**src/rtl/rng_pkg.sv**
```systemverilog
package rng_pkg;

  typedef enum logic [1:0] {
    REG_CTRL   = 2'd0,
    REG_STATUS = 2'd1,
    REG_DATA   = 2'd2,
    REG_NONE   = 2'd3
  } reg_sel_e;

  typedef struct packed {
    logic go;
    logic ha;
    logic im;
  } ctrl_t;

  typedef struct packed {
    logic sv;
    logic uf;
    logic err;
  } flags_t;

  localparam int unsigned CTRL_GO_BIT = 0;
  localparam int unsigned CTRL_HA_BIT = 1;
  localparam int unsigned CTRL_IM_BIT = 2;
  localparam int unsigned CTRL_CI_BIT = 3;

  function automatic logic [31:0] lfsr_step(input logic [31:0] s, input logic [31:0] poly);
    logic [31:0] n;
    n = s >> 1;
    if (s[0]) n = n ^ poly;
    return n;
  endfunction

  function automatic logic [31:0] pack_ctrl(input ctrl_t c);
    logic [31:0] w;
    w = '0;
    w[CTRL_GO_BIT] = c.go;
    w[CTRL_HA_BIT] = c.ha;
    w[CTRL_IM_BIT] = c.im;
    return w;
  endfunction

  function automatic logic [31:0] pack_status(input flags_t f, input logic [7:0] level,
                                              input logic [7:0] depth);
    return {8'h00, depth, level, 5'b00000, f.err, f.uf, f.sv};
  endfunction

endpackage

```
**src/rtl/rng_lfsr.sv**
```systemverilog
module rng_lfsr #(
  parameter int unsigned      W    = 32,
  parameter logic [W-1:0]     POLY = 32'hA300_0000,
  parameter logic [W-1:0]     SEED = 32'hACE1_2468
) (
  input  logic         clk,
  input  logic         rst_n,
  input  logic         advance,
  output logic [W-1:0] value
);
  logic [W-1:0] state_q;

  always_ff @(posedge clk or negedge rst_n) begin
    if (!rst_n)       state_q <= SEED;
    else if (advance) state_q <= rng_pkg::lfsr_step(state_q, POLY);
  end

  assign value = state_q;
endmodule

```
**src/rtl/rng_fifo.sv**
```systemverilog
module rng_fifo #(
  parameter int unsigned W     = 32,
  parameter int unsigned DEPTH = 16,
  localparam int unsigned AW   = (DEPTH > 1) ? $clog2(DEPTH) : 1,
  localparam int unsigned LW   = $clog2(DEPTH + 1)
) (
  input  logic          clk,
  input  logic          rst_n,
  input  logic          push,
  input  logic [W-1:0]  push_data,
  input  logic          pop,
  output logic [W-1:0]  head,
  output logic [LW-1:0] level,
  output logic          empty,
  output logic          full
);
  localparam logic [AW-1:0] LAST = AW'(DEPTH - 1);

  logic [W-1:0]  mem [DEPTH];
  logic [AW-1:0] wr_ptr_q, rd_ptr_q;
  logic [LW-1:0] level_q;

  function automatic logic [AW-1:0] ptr_inc(input logic [AW-1:0] p);
    return (p == LAST) ? '0 : p + 1'b1;
  endfunction

  always_ff @(posedge clk) begin
    if (push) mem[wr_ptr_q] <= push_data;
  end

  always_ff @(posedge clk or negedge rst_n) begin
    if (!rst_n) begin
      wr_ptr_q <= '0;
      rd_ptr_q <= '0;
      level_q  <= '0;
    end else begin
      if (push) wr_ptr_q <= ptr_inc(wr_ptr_q);
      if (pop)  rd_ptr_q <= ptr_inc(rd_ptr_q);
      case ({push, pop})
        2'b10:   level_q <= level_q + 1'b1;
        2'b01:   level_q <= level_q - 1'b1;
        default: level_q <= level_q;
      endcase
    end
  end

  assign head  = mem[rd_ptr_q];
  assign level = level_q;
  assign empty = (level_q == '0);
  assign full  = (level_q == LW'(DEPTH));
endmodule

```
**src/rtl/rng_regs.sv**
```systemverilog
module rng_regs
  import rng_pkg::*;
(
  input  logic       clk,
  input  logic       rst_n,
  input  logic       ctrl_wr,
  input  logic [3:0] ctrl_wbits,
  input  logic       good_read,
  input  logic       empty_read,
  output ctrl_t      ctrl,
  output flags_t     flags,
  output logic       ack_ev
);
  ctrl_t  ctrl_q;
  flags_t flags_q;

  assign ack_ev = ctrl_wr & ctrl_wbits[CTRL_CI_BIT];

  always_ff @(posedge clk or negedge rst_n) begin
    if (!rst_n) begin
      ctrl_q <= '0;
    end else if (ctrl_wr) begin
      ctrl_q.go <= ctrl_q.go | ctrl_wbits[CTRL_GO_BIT];
      ctrl_q.ha <= ctrl_q.ha | ctrl_wbits[CTRL_HA_BIT];
      ctrl_q.im <= ctrl_wbits[CTRL_IM_BIT];
    end
  end

  always_ff @(posedge clk or negedge rst_n) begin
    if (!rst_n) begin
      flags_q <= '0;
    end else begin
      if (empty_read) begin
        flags_q.uf  <= 1'b1;
        flags_q.err <= 1'b1;
        if (ctrl_q.ha) flags_q.sv <= 1'b1;
      end else begin
        if (good_read) flags_q.uf  <= 1'b0;
        if (ack_ev)    flags_q.err <= 1'b0;
      end
    end
  end

  assign ctrl  = ctrl_q;
  assign flags = flags_q;
endmodule

```
**src/rtl/rng_ctrl_top.sv**
```systemverilog
module rng_ctrl_top
  import rng_pkg::*;
#(
  parameter int unsigned DEPTH = 16,
  parameter logic [31:0] POLY  = 32'hA300_0000,
  parameter logic [31:0] SEED  = 32'hACE1_2468
) (
  input  logic        clk,
  input  logic        rst_n,
  input  logic        bus_req,
  input  logic        bus_we,
  input  logic [1:0]  bus_addr,
  input  logic [31:0] bus_wdata,
  output logic [31:0] bus_rdata,
  output logic        irq_o
);
  localparam int unsigned LW = $clog2(DEPTH + 1);
  localparam logic [7:0]  DEPTH8 = 8'(DEPTH);

  reg_sel_e sel;
  assign sel = reg_sel_e'(bus_addr);

  // named internal events, also used by the bound checker
  logic ctrl_wr_ev, data_rd_ev, pop_ev, underflow_ev, push_ev, ack_ev;
  logic fifo_empty, fifo_full;
  logic [LW-1:0] fifo_level;
  logic [31:0] fifo_head, rand_word;
  ctrl_t  ctrl;
  flags_t flags;

  logic unused_wbits;
  assign unused_wbits = ^bus_wdata[31:4];

  assign ctrl_wr_ev   = bus_req & bus_we & (sel == REG_CTRL);
  assign data_rd_ev   = bus_req & ~bus_we & (sel == REG_DATA);
  assign pop_ev       = data_rd_ev & ~fifo_empty;
  assign underflow_ev = data_rd_ev & fifo_empty;
  assign push_ev      = ctrl.go & ~fifo_full;

  rng_lfsr #(.W(32), .POLY(POLY), .SEED(SEED)) u_lfsr (
    .clk     (clk),
    .rst_n   (rst_n),
    .advance (push_ev),
    .value   (rand_word)
  );

  rng_fifo #(.W(32), .DEPTH(DEPTH)) u_fifo (
    .clk       (clk),
    .rst_n     (rst_n),
    .push      (push_ev),
    .push_data (rand_word),
    .pop       (pop_ev),
    .head      (fifo_head),
    .level     (fifo_level),
    .empty     (fifo_empty),
    .full      (fifo_full)
  );

  rng_regs u_regs (
    .clk        (clk),
    .rst_n      (rst_n),
    .ctrl_wr    (ctrl_wr_ev),
    .ctrl_wbits (bus_wdata[3:0]),
    .good_read  (pop_ev),
    .empty_read (underflow_ev),
    .ctrl       (ctrl),
    .flags      (flags),
    .ack_ev     (ack_ev)
  );

  always_comb begin
    bus_rdata = '0;
    if (bus_req && !bus_we) begin
      case (sel)
        REG_CTRL:   bus_rdata = pack_ctrl(ctrl);
        REG_STATUS: bus_rdata = pack_status(flags, 8'(fifo_level), DEPTH8);
        REG_DATA:   bus_rdata = fifo_empty ? '0 : fifo_head;
        default:    bus_rdata = '0;
      endcase
    end
  end

  assign irq_o = flags.err & ~ctrl.im;
endmodule

```
**config.mk**
```make
export PLATFORM = sky130hd
export DESIGN_NAME = rng_ctrl_top
export DESIGN_NICKNAME = d
export VERILOG_FILES = /design/src/rtl/rng_pkg.sv /design/src/rtl/rng_lfsr.sv /design/src/rtl/rng_fifo.sv /design/src/rtl/rng_regs.sv /design/src/rtl/rng_ctrl_top.sv
export SDC_FILE = /design/constraint.sdc
export NUM_CORES = 1
export LEC_CHECK = 0
export BUFFER_PORTS_ARGS = -buffer_cell sky130_fd_sc_hd__buf_2
export CAP_MARGIN = 10
export CORE_UTILIZATION = 50
export DETAILED_ROUTE_END_ITERATION = 10
export GPL_TIMING_DRIVEN = 1
export PLACE_DENSITY = 0.73
export SYNTH_ARGS = -nofsm -noshare
export SYNTH_HDL_FRONTEND = slang
export SYNTH_SLANG_ARGS = --single-unit
export TNS_END_PERCENT = 30
```
**constraint.sdc**
```tcl
create_clock -name clk -period 6.3 [get_ports clk]
set_clock_uncertainty 0.2 [all_clocks]
set_input_delay 0 -clock clk [delete_from_list [all_inputs] [get_ports clk]]
set_output_delay 0 -clock clk [all_outputs]
set_load 0.005 [all_outputs]
```
==> results.cfg <==
[global_routing]
grt_remaining_overflow = 0
grt_max_degree = 65
gr-usage-all-layers_pct = 20.9
global_route_wire_length_before_repair_um = 67900
vias_in_the_first_global_route = 11070
grt_antenna_before_repair = 0

[clock_tree]
tritoncts.num_buffers = 54
clkTransAtPathRegs_ns = 0.06
ctsHtreeMaxLevel = 2
cts_max_path_buffers = 3
cts_sinks = 563
tritoncts = done
clk_latency_ns = 0.59
postCtsSetupBuffers = 0
clockRootBuffer = sky130_fd_sc_hd__clkbuf_16

[route]
dr_wl_met2_um = 22200
met1_length_um = 18500
dr.max_layer_used = met4
routed_wire_length_per_instance_um = 25.2
detailedRoute.firstPassIterationCount = 5
finalWirelength_um = 45000
vias = 10581
dr_wl_met3_um = 3150
drt-initial-drc-count = 1251
antenna_violating_nets_post_route = 0
route.detailed.vias_per_inst = 5.92
drc_errors = 0

[cells_and_area]
final.fill_count = 3069
drive_above_1_share_pct = 26.7
num_antenna_cells = 0
num-nets-final = 1202
stdcell_count = 1786
flow.area_growth_from_synthesis_pct = 12.7

[timing]
timing.final.setup_violations = 0
final_count_of_pins_violating_max_slew = 0
final.setup.worst_slack_ns = 2.34
post-route-min-period_ns = 3.96
max_slew_margin_pct = 22.3
hold_violations = 0
timing.setup.tns_ns = 0
timing.hold.ws_ns = 0.170
layout_worst_path_cycle_share_pct = 62.9
worst_slew_pin_slew_ns = 1.17
max_freq_mhz = 252
setup_repair_after_global_routing_missed_its_margin = no

[min_path]
timing.hold.worst.class = primary input to flip-flop

[die]
num_rows = 76
dieHeight_um = 212
die_area_um2 = 44900
io_pins = 71
start_util_pct = 50.9
core_region_area_um2 = 43300
die_width_um = 212

[setup_path]
crit_arrival_ns = 3.76
setup.worst_path.class = flip-flop to output port
required_ns = 6.10
start_kind = flip-flop
highest_net_fanout_along_the_worst_path = 54
timing.critical_path.to_type = output port

[synth]
async_reset_ff_share_pct = 9.06
yosys-top-cells-count = sky130_fd_sc_hd__edfxtp_1 (512), sky130_fd_sc_hd__mux4_2 (128), sky130_fd_sc_hd__nand2_1 (95)
synth-edff-count = 512
synth_fp_nets = 1125
post-synth-top-count-cell = sky130_fd_sc_hd__edfxtp_1
yosys_most_used_dff = sky130_fd_sc_hd__edfxtp_1
synth_sequential_area_ratio_pct = 75.6
syn_area_um2 = 22000
most_area_hungry_cell_type_in_the_yosys_netlist = sky130_fd_sc_hd__edfxtp_1
avg_synthesized_cell_area_um2 = 20.4
yosys-top-cells-area = sky130_fd_sc_hd__edfxtp_1 (70%), sky130_fd_sc_hd__mux4_2 (13%), sky130_fd_sc_hd__dfrtp_1 (4.3%), sky130_fd_sc_hd__mux2i_1 (1.7%), sky130_fd_sc_hd__nand2_1 (1.6%)
postSynthRegisterBits = 563
post-synth-top-area-fraction_pct = 69.8
syn_inst = 1079
ys_types = 51
yosysWarnings = 0

[place]
placement.io_buffers = 42
finalWeightedCongestion = 0.694
place_worst_setup_slack_ns = 2.51
post-dp-hpwl_um = 22400
dp.cells = 1667

[status]
outcome = complete, no violations

[power]
cell_pwr_density_nw_per_um2 = 412
p_leak_nw = 8.78
ir_drop_mv = 0.209
power_mw = 10.2

[run]
max_cap_viol_count = 0
[per-stage QoR]
step                      area [um^2]  util (%)
after floorplan                 22000         -
after global placement          22900      52.8
after detailed placement        22900      52.8
after CTS                       24800      57.4
after global routing            24800      57.4
final                           24800      57.4
[cell usage in the layout (no fill, tap or decap), drive strengths merged, types with 20 or more instances in the layout]
cell,count
nor2b,25
clkinv,20
buf,67
mux4,128
nand2,95
a211oi,47
edfxtp,512
mux2i,38
clkbuf,74
dfrtp,38
[worst paths after layout]
check	from	cells after the start	slack, ns	endpoint
min	bus_req	4	0.17	u_regs.flags[1]$_DFFE_PN0P_
min reg2reg	u_regs.flags[2]$_DFFE_PN0P_	1	0.26	u_regs.flags[2]$_DFFE_PN0P_
max in group asynchronous	rst_n	4	4.78	u_fifo.rd_ptr_q[0]$_DFFE_PN0P_
min in group asynchronous	rst_n	4	0.50	u_regs.ctrl[0]$_DFFE_PN0P_
max	u_fifo.rd_ptr_q[0]$_DFFE_PN0P_	6	2.34	bus_rdata[16]
max reg2reg	u_fifo.level[3]$_DFFE_PN0P_	11	2.49	u_fifo.level[4]$_DFFE_PN0P_
[metal layers]
metal / GRT usage, % / vias up
li1: - / 4542
met1: 28.6 / 5571
met2: 34.2 / 385
met3: 3.62 / 83
met4: 7.02 / 0
met5: 0 / -
[kinds of logic after synthesis]
| kind of cell | count (synthesis) | share of synthesized area, % |
|---|---|---|
| multiplexers | 174 | 15.2 |
| adder cells (fa/ha/maj) | 8 | 0.454 |
| AND/OR/NAND/NOR | 169 | 3.71 |
| buffers and inverters | 72 | 1.76 |
| AO/OA/AOI/OAI | 82 | 2.80 |
| XOR/XNOR | 11 | 0.437 |
| flip-flops | 563 | 75.6 |
[registers in the layout, indices dropped and copies added, names as in the netlist]
name / cells
u_fifo.level: 5
u_fifo.mem: 512
u_fifo.rd_ptr_q: 4
u_fifo.wr_ptr_q: 4
u_lfsr.value: 32
u_regs.ctrl: 3
u_regs.flags: 3
[layout make-up]
class | count | area, um^2 | area share, %
Multi-Input combinational cell | 444 | 5010 | 20.2
Clock inverter | 27 | 280 | 1.13
Clock buffer | 74 | 1520 | 6.12
Timing Repair Buffer | 85 | 578 | 2.33
Tap cell | 585 | 732 | 2.95
Sequential cell | 563 | 16700 | 67.2
Inverter | 8 | 30.0 | 0.121
[critical path, stage by stage (launching register included)]
cell,delay (ns)
sky130_fd_sc_hd__dfrtp_4,1.17
sky130_fd_sc_hd__buf_4,0.65
sky130_fd_sc_hd__mux4_2,0.58
sky130_fd_sc_hd__nor2b_1,0.14
sky130_fd_sc_hd__a211oi_1,0.31
sky130_fd_sc_hd__a211oi_1,0.12
sky130_fd_sc_hd__buf_2,0.19
[repair_timing]
action | 4_1_cts | 5_1_grt
hold buffers | 18 | 0
endpoints found under the hold margin | 58 | 0
resized for setup | 0 | 0
[report_power, final]
group | internal (mW) | total, mW | switching, mW
Sequential | 4.51 | 4.84 | 0.337
Clock | 1.93 | 3.27 | 1.34
Combinational | 1.01 | 2.13 | 1.12
Total | 7.45 | 10.2 | 2.80
No activity file was read; power rests on OpenSTA's default activity.
